## src/rtl/cal_pkg.sv

```systemverilog
package cal_pkg;
    // Direction of the rate correction applied to an altered second.
    typedef enum logic {
        DIR_SLOW = 1'b0,   // lengthen the altered second
        DIR_FAST = 1'b1    // shorten the altered second
    } cal_dir_e;
endpackage

```

## src/rtl/cal_len_sel.sv

```systemverilog
// Chooses the pulse count of the second that is about to start.
module cal_len_sel
    import cal_pkg::*;
#(
    parameter int NOM_CYC  = 32768,
    parameter int FAST_CUT = 256,
    parameter int SLOW_ADD = 128,
    parameter int SW       = 6,
    parameter int MW       = 6,
    parameter int CW       = 16
) (
    input  logic [SW-1:0] sec_nx,
    input  logic [MW-1:0] min_nx,
    input  logic [4:0]    mag,
    input  logic          sign,
    output logic [CW-1:0] len
);
    logic     in_window;
    cal_dir_e dir;

    always_comb begin
        dir       = cal_dir_e'(sign);
        in_window = (sec_nx == '0) && (int'(min_nx) < (int'(mag) * 2));
        if (!in_window) begin
            len = CW'(NOM_CYC);
        end else if (dir == DIR_FAST) begin
            len = CW'(NOM_CYC - FAST_CUT);
        end else begin
            len = CW'(NOM_CYC + SLOW_ADD);
        end
    end
endmodule

```

## src/rtl/cal_time_idx.sv

```systemverilog
// Second-of-minute and minute-of-window position counters.
module cal_time_idx #(
    parameter int SEC_PER_MIN = 60,
    parameter int MIN_PER_WIN = 64,
    parameter int SW          = 6,
    parameter int MW          = 6
) (
    input  logic          clk,
    input  logic          rst_n,
    input  logic          adv,
    output logic [SW-1:0] sec_nx,
    output logic [MW-1:0] min_nx,
    output logic [MW-1:0] min_cur
);
    typedef struct packed {
        logic [SW-1:0] sec;
        logic [MW-1:0] mn;
    } idx_t;

    idx_t idx_q, idx_d, succ;

    always_comb begin
        succ = idx_q;
        if (idx_q.sec == SW'(SEC_PER_MIN - 1)) begin
            succ.sec = '0;
            succ.mn  = (idx_q.mn == MW'(MIN_PER_WIN - 1)) ? '0 : idx_q.mn + MW'(1);
        end else begin
            succ.sec = idx_q.sec + SW'(1);
        end
        idx_d = adv ? succ : idx_q;
    end

    always_ff @(posedge clk) begin
        if (!rst_n) begin
            idx_q <= '0;
        end else begin
            idx_q <= idx_d;
        end
    end

    assign sec_nx  = succ.sec;
    assign min_nx  = succ.mn;
    assign min_cur = idx_q.mn;
endmodule

```

## src/rtl/cal_corrector.sv

```systemverilog
// One-second tick generator with periodic whole-second rate correction.
module cal_corrector #(
    parameter int NOM_CYC     = 32768,
    parameter int FAST_CUT    = 256,
    parameter int SLOW_ADD    = 128,
    parameter int SEC_PER_MIN = 60,
    parameter int MIN_PER_WIN = 64,
    localparam int CW = $clog2(NOM_CYC + SLOW_ADD + 1),
    localparam int SW = $clog2(SEC_PER_MIN),
    localparam int MW = $clog2(MIN_PER_WIN)
) (
    input  logic          clk,
    input  logic          rst_n,
    input  logic          osc_en,
    input  logic          stop,
    input  logic [4:0]    cal_mag,
    input  logic          cal_sign,
    output logic          sec_tick,
    output logic [MW-1:0] min_idx
);
    typedef struct packed {
        logic [CW-1:0] cnt;   // pulses counted in the current second
        logic [CW-1:0] len;   // pulse count of the current second
        logic          tick;
    } div_t;

    div_t          div_q, div_d;
    logic          pulse;
    logic          last;
    logic [SW-1:0] sec_nx;
    logic [MW-1:0] min_nx;
    logic [CW-1:0] len_nx;

    assign pulse = osc_en && !stop;
    assign last  = pulse && (div_q.cnt == div_q.len - CW'(1));

    cal_time_idx #(
        .SEC_PER_MIN (SEC_PER_MIN),
        .MIN_PER_WIN (MIN_PER_WIN),
        .SW          (SW),
        .MW          (MW)
    ) u_idx (
        .clk     (clk),
        .rst_n   (rst_n),
        .adv     (last),
        .sec_nx  (sec_nx),
        .min_nx  (min_nx),
        .min_cur (min_idx)
    );

    cal_len_sel #(
        .NOM_CYC  (NOM_CYC),
        .FAST_CUT (FAST_CUT),
        .SLOW_ADD (SLOW_ADD),
        .SW       (SW),
        .MW       (MW),
        .CW       (CW)
    ) u_len (
        .sec_nx (sec_nx),
        .min_nx (min_nx),
        .mag    (cal_mag),
        .sign   (cal_sign),
        .len    (len_nx)
    );

    always_comb begin
        div_d      = div_q;
        div_d.tick = 1'b0;
        if (last) begin
            div_d.cnt  = '0;
            div_d.len  = len_nx;   // setting sampled here, once per second
            div_d.tick = 1'b1;
        end else if (pulse) begin
            div_d.cnt = div_q.cnt + CW'(1);
        end
    end

    always_ff @(posedge clk) begin
        if (!rst_n) begin
            div_q.cnt  <= '0;
            div_q.len  <= CW'(NOM_CYC);
            div_q.tick <= 1'b0;
        end else begin
            div_q <= div_d;
        end
    end

    assign sec_tick = div_q.tick;
endmodule

```

## config.mk

```make
export PLATFORM = sky130hd
export DESIGN_NAME = cal_corrector
export DESIGN_NICKNAME = d
export VERILOG_FILES = /design/src/rtl/cal_pkg.sv /design/src/rtl/cal_len_sel.sv /design/src/rtl/cal_time_idx.sv /design/src/rtl/cal_corrector.sv
export SDC_FILE = /design/constraint.sdc
export NUM_CORES = 1
export LEC_CHECK = 0
export BUFFER_PORTS_ARGS = -buffer_cell sky130_fd_sc_hd__buf_2
export CAP_MARGIN = 20
export CORE_MARGIN = 4
export CORE_UTILIZATION = 40
export DETAILED_ROUTE_END_ITERATION = 8
export PLACE_DENSITY = 0.63
export SLEW_MARGIN = 15
export SYNTH_ARGS = -nofsm -noshare
export SYNTH_HDL_FRONTEND = slang
export SYNTH_SLANG_ARGS = --single-unit
```

## constraint.sdc

```tcl
create_clock -name clk -period 6.3 [get_ports clk]
set_input_delay 0.63 -clock clk [delete_from_list [all_inputs] [get_ports clk]]
set_output_delay 0.63 -clock clk [all_outputs]
set_load 0.01 [all_outputs]
```

Word level (Yosys, flattened, before mapping)
Cells that the tools add are included.

word-level totals
  flip-flop bits (word level) = 45
  word-level logic and storage cells = 26

operators by class
  add/subtract/negate cells = 4
  $lt $le $gt $ge = 1
  equality and inequality tests = 3
  multiplexer cells = 6
  bitwise logic cells = 1
  reduce and logical (&&, ||, !) cells = 6

operator list
  kind                                                                  count
  16-bit two-way mux                                                    2
  6-bit two-way mux                                                     3
  16-bit by 1-bit adder with 16-bit output, second input constant       1
  16-bit == test                                                        1
  16-bit by 1-bit subtractor with 16-bit output, second input constant  1
  6-bit by 1-bit adder with 6-bit output, second input constant         2
  6-bit == test, second input constant                                  2
  6-bit zero test                                                       1
  6-bit < comparator                                                    1
  1-bit logical AND                                                     3
  2-bit OR reduction                                                    1
  1-bit zero test                                                       1
  1-bit two-way mux                                                     1
  1-bit inverter                                                        1

Depth between registers and ports, before layout
  word-level depth = 6
  depth in mapped cells = 12
  depth with buffers taken out = 12

Modules after synthesis
A second synthesis with hierarchy kept.

unflattened totals
  cell total of the unflattened synthesis = 384
  area, all modules = 3016.6 um2

by module, submodules not included
  module         instances  cells each  area each (um2)
  cal_corrector  1          237         1891.8
  cal_time_idx   1          113         880.8
  cal_len_sel    1          34          244.0

Worst setup path before layout
OpenSTA, ideal clock, no wires.

  path type = flip-flop to flip-flop
  from = register u_idx.idx_q[6] (netlist bit)
  to = register div_q[8] (netlist bit)
  library setup time = 0.061 ns
  arrival time = 2.914 ns
  path slack = 3.325 ns
  cell stages (with the launch flop) = 13
  path buffers = 0
  period minus slack after synthesis = 2.975 ns
  path through = dfxtp_1 > ha_1 > nand4_1 > nor2_1 > nand2_1 > nor2_1 > xor2_1 > ha_1 > a21o_1 > a2111oi_0 > nand4_1 > nor4_1 > a32o_1

between the ends
  cells in the longest elaborated chain, start to end = 5

RTL lines
  element                 line                 text
  from (decl)             cal_time_idx.sv:20   idx_t idx_q, idx_d, succ;
  from (signal assigned)  cal_time_idx.sv:37   idx_q <= idx_d;
  6-bit == test           cal_time_idx.sv:24   if (idx_q.sec == SW'(SEC_PER_MIN - 1)) begin
  6-bit two-way mux       cal_time_idx.sv:24
  net min_nx[4]           cal_corrector.sv:31  logic [MW-1:0] min_nx;
  6-bit < comparator      cal_len_sel.sv:23    in_window = (sec_nx == '0) && (int'(min_nx) < (int'(mag) * 2));
  1-bit logical AND       cal_len_sel.sv:23
  16-bit two-way mux      cal_len_sel.sv:24    if (!in_window) begin
  to (signal assigned)    cal_corrector.sv:84  div_q <= div_d;
  to (decl)               cal_corrector.sv:27  div_t div_q, div_d;

The timed path passes the listed nets, and every way through them passes these cells.
A chain may end at the register's enable or synchronous reset.

Worst setup path in the final report
Ends and elaborated chain as after synthesis.

==> summary.txt <==
Outcome
  • Run status: finished clean

Timing
  • Worst hold margin: 0.483 ns
  • Min Tclk post-route: 3.53 ns
  • Total negative slack: 0 ns
  • RSZ-0062 raised after global routing: false
  • Final setup fails: 0
  • Slew HR: 0.430
  • Final Slew Violations: 0
  • Max Freq: 283 MHz
  • Worst Max-Slew Pin Slew: 0.849 ns
  • Skew final: 0.00722 ns
  • Fin crit share: 0.560
  • Final hold vios: 0

Synthesis
  • Register area share after synthesis: 0.351
  • Mux cell area share after synthesis: 0
  • Mapped Area: 0.00183 mm^2
  • Fraction of registers with async set/reset: 0
  • Yosys reg bits: 32
  • Mean area per synthesized cell: 8.37 um^2
  • Post-synthesis compound-gate area fraction: 0.147
  • Largest family of logic cells by synthesized area: simple AND/OR/NAND/NOR gates
  • Synth Instances: 218
  • Synth Area in Adders: 0.0685
  • Yosys cell types: 47
  • Post-synth EDFFs: 0
  • Synth warnings: 0
  • Simple logic cell fraction of the synthesized area: 0.259
  • Primary FF master, synth: dfxtp_1
  • Synth Area in XOR/XNOR: 0.108
  • Synthesized net count: 238

Hold path
  • Hold_sp: div_q[18]
  • Hold Path Class: reg -> reg

Floorplan
  • Die width: 75.6 um
  • Die area: 0.00571 mm^2
  • Ports: 17
  • # rows: 24
  • Initial core utilization: 0.416
  • Die Y: 75.6 um
  • Core Area: 0.00438 mm^2

Place
  • Final RePlAce weighted congestion: 0.834
  • # port buffers: 16
  • Dpl hpwl: 2610 um

Pwr
  • Clock power frac: 0.426
  • Pwr Density: 190 mW/mm^2
  • Net Sw Power: 0.0820 mW
  • Combinational group share of total power: 0.033
  • Internal power: 0.295 mW
  • Worst VDD drop: 133 uV
  • Static leakage: 0.801 nW
  • Sw frac: 0.218
  • Flop pwr share: 0.541

Global route
  • Vias in the first global route: 1351
  • Global route overflow: 0
  • Largest net degree at the start of global routing: 17
  • GRT Resource Usage Total: 0.138
  • Initial antenna violation count: 0
  • First-pass GRT wire length: 6040 um

Clocking
  • Postcts setup bufs: 0
  • CTS tree: done
  • CTS Buf Count: 5
  • H-tree depth: 2
  • Reg clk slew, reported paths: 0.07 ns
  • Worst-case clock buffer depth: 2
  • Root Driver: clkbuf_8
  • CTS Hold Bufs: 0
  • CTS Sinks: 32
  • Post-cts sizing count: 0
  • Worst skew pair latency: 0.28 ns

Critical path
  • Crit-path max FO: 7
  • Crit Path Class: reg -> reg
  • CP startpoint: u_idx.idx_q[6]
  • Critical Path RT: 6.52 ns
  • Worst reg-to-reg setup slack: 2.77 ns
  • Critical Path Sink Type: register
  • Reg2reg start: u_idx.idx_q[6]
  • CP Launch Type: register
  • Worst EP arrival: 3.75 ns

Finish
  • Filler cell count: 452
  • Layout Nets: 249
  • Layout cells sized above 1: 0.122
  • Commonest cells after routing, fill and taps aside: dfxtp_1, nor2_1, nand2_1
  • Commonest non-fill, non-tap cell in the layout: dfxtp_1
  • Fin util: 0.453
  • Multi-input gate area: 0.00106 mm^2
  • ANT cells: 0
  • Reg area: 641 um^2
  • Area Growth Syn to Fin: 8.70%

Routing
  • Via count: 1527
  • Drt initial violations: 94
  • Via density: 5.41
  • Total routed wirelength: 3550 um
  • Drt pass-1 iters: 4
  • DR DRC count: 0
  • Detail Route Antenna Nets: 0
  • Routed WL per cell: 12.6 um

Flow run
  • Max cap viols: 0
-- critical path, stage by stage (launching register included) --
cell       delay, ns
dfxtp_1         0.41
ha_1            0.29
nand4_1         0.23
nor2_1          0.38
nand2_1         0.22
nor2_1          0.17
xor2_1          0.16
ha_1            0.27
a21o_1          0.18
a2111oi_0       0.41
nand4_1         0.13
nor4_1          0.39
a32o_1          0.23
-- final cells by class --
cell class	count	share of cell area
clock buffer	6	0.0416
clock inverter	2	0.00504
inverter	11	0.0208
multi-input combinational	163	0.537
sequential	32	0.323
tap	52	0.0328
timing repair buffer	16	0.0404
-- power by group through the flow --
stage          registers (mW)  logic, mW  clock network [mW]
6_report                0.204     0.0125               0.161
5_1_grt                 0.204     0.0147               0.176
4_1_cts                 0.204     0.0129               0.167
3_5_place_dp            0.208     0.0128                   0
3_3_place_gp            0.208     0.0125                   0
2_1_floorplan           0.208    0.00792                   0
-- flip-flops by register name (all words and copies together) (netlist names) --
register	count
div_q	19
u_idx.idx_q	6
u_idx.min_cur	6
sec_tick	1
-- per-stage QoR --
step	cell area, um^2	worst slack, ns	power, mW	cells
floorplan	1830	3.32	0.216	218
global placement	1890	2.93	0.221	274
detailed placement	1890	2.80	0.221	274
CTS	1980	2.78	0.383	282
global route	1980	2.48	0.394	282
finish	1980	2.77	0.377	282
-- worst paths after layout --
check         endpoint  cells past startpoint
max           div_q[8]                     12
min          div_q[18]                      2
max reg2reg   div_q[8]                     12
min reg2reg  div_q[18]                      2
-- per-layer routing --
layer | vias up | track usage | share of wire | wire length, um
met3 | 4 | 0.0435 | 0.048 | 171
met5 | - | 0 | 0 | 0
met2 | 26 | 0.212 | 0.44 | 1560
li1 | 794 | - | - | -
met1 | 703 | 0.182 | 0.50 | 1790
met4 | 0 | 0.0466 | 0.0090 | 32
-- cells by family after synthesis --
kind of cell	count (synthesis)
xor+xnor	21
buf+inv	23
flops	32
compound gates	40
simple gates	92
fa+ha+maj	10
-- cell usage after synthesis (all sizes together) (2+ instances only) --
| cell | instances | area share |
|---|---|---|
| a211o | 2 | 0.0096 |
| a211oi | 4 | 0.016 |
| a21oi | 12 | 0.035 |
| a31oi | 3 | 0.010 |
| and4 | 3 | 0.014 |
| and4b | 2 | 0.011 |
| buf | 10 | 0.038 |
| clkbuf | 2 | 0.0048 |
| dfxtp | 32 | 0.35 |
| ha | 10 | 0.069 |
| inv | 11 | 0.023 |
| nand2 | 23 | 0.047 |
| nand3 | 9 | 0.025 |
| nand4 | 6 | 0.024 |
| nand4b | 2 | 0.0096 |
| nor2 | 28 | 0.058 |
| nor3 | 4 | 0.011 |
| nor4 | 2 | 0.0069 |
| o211ai | 2 | 0.0082 |
| o21ai | 6 | 0.016 |
| o41ai | 2 | 0.0096 |
| or3 | 5 | 0.020 |
| or4 | 3 | 0.012 |
| xnor2 | 6 | 0.029 |
| xor2 | 14 | 0.067 |
(Power assumes the default switching activity.)
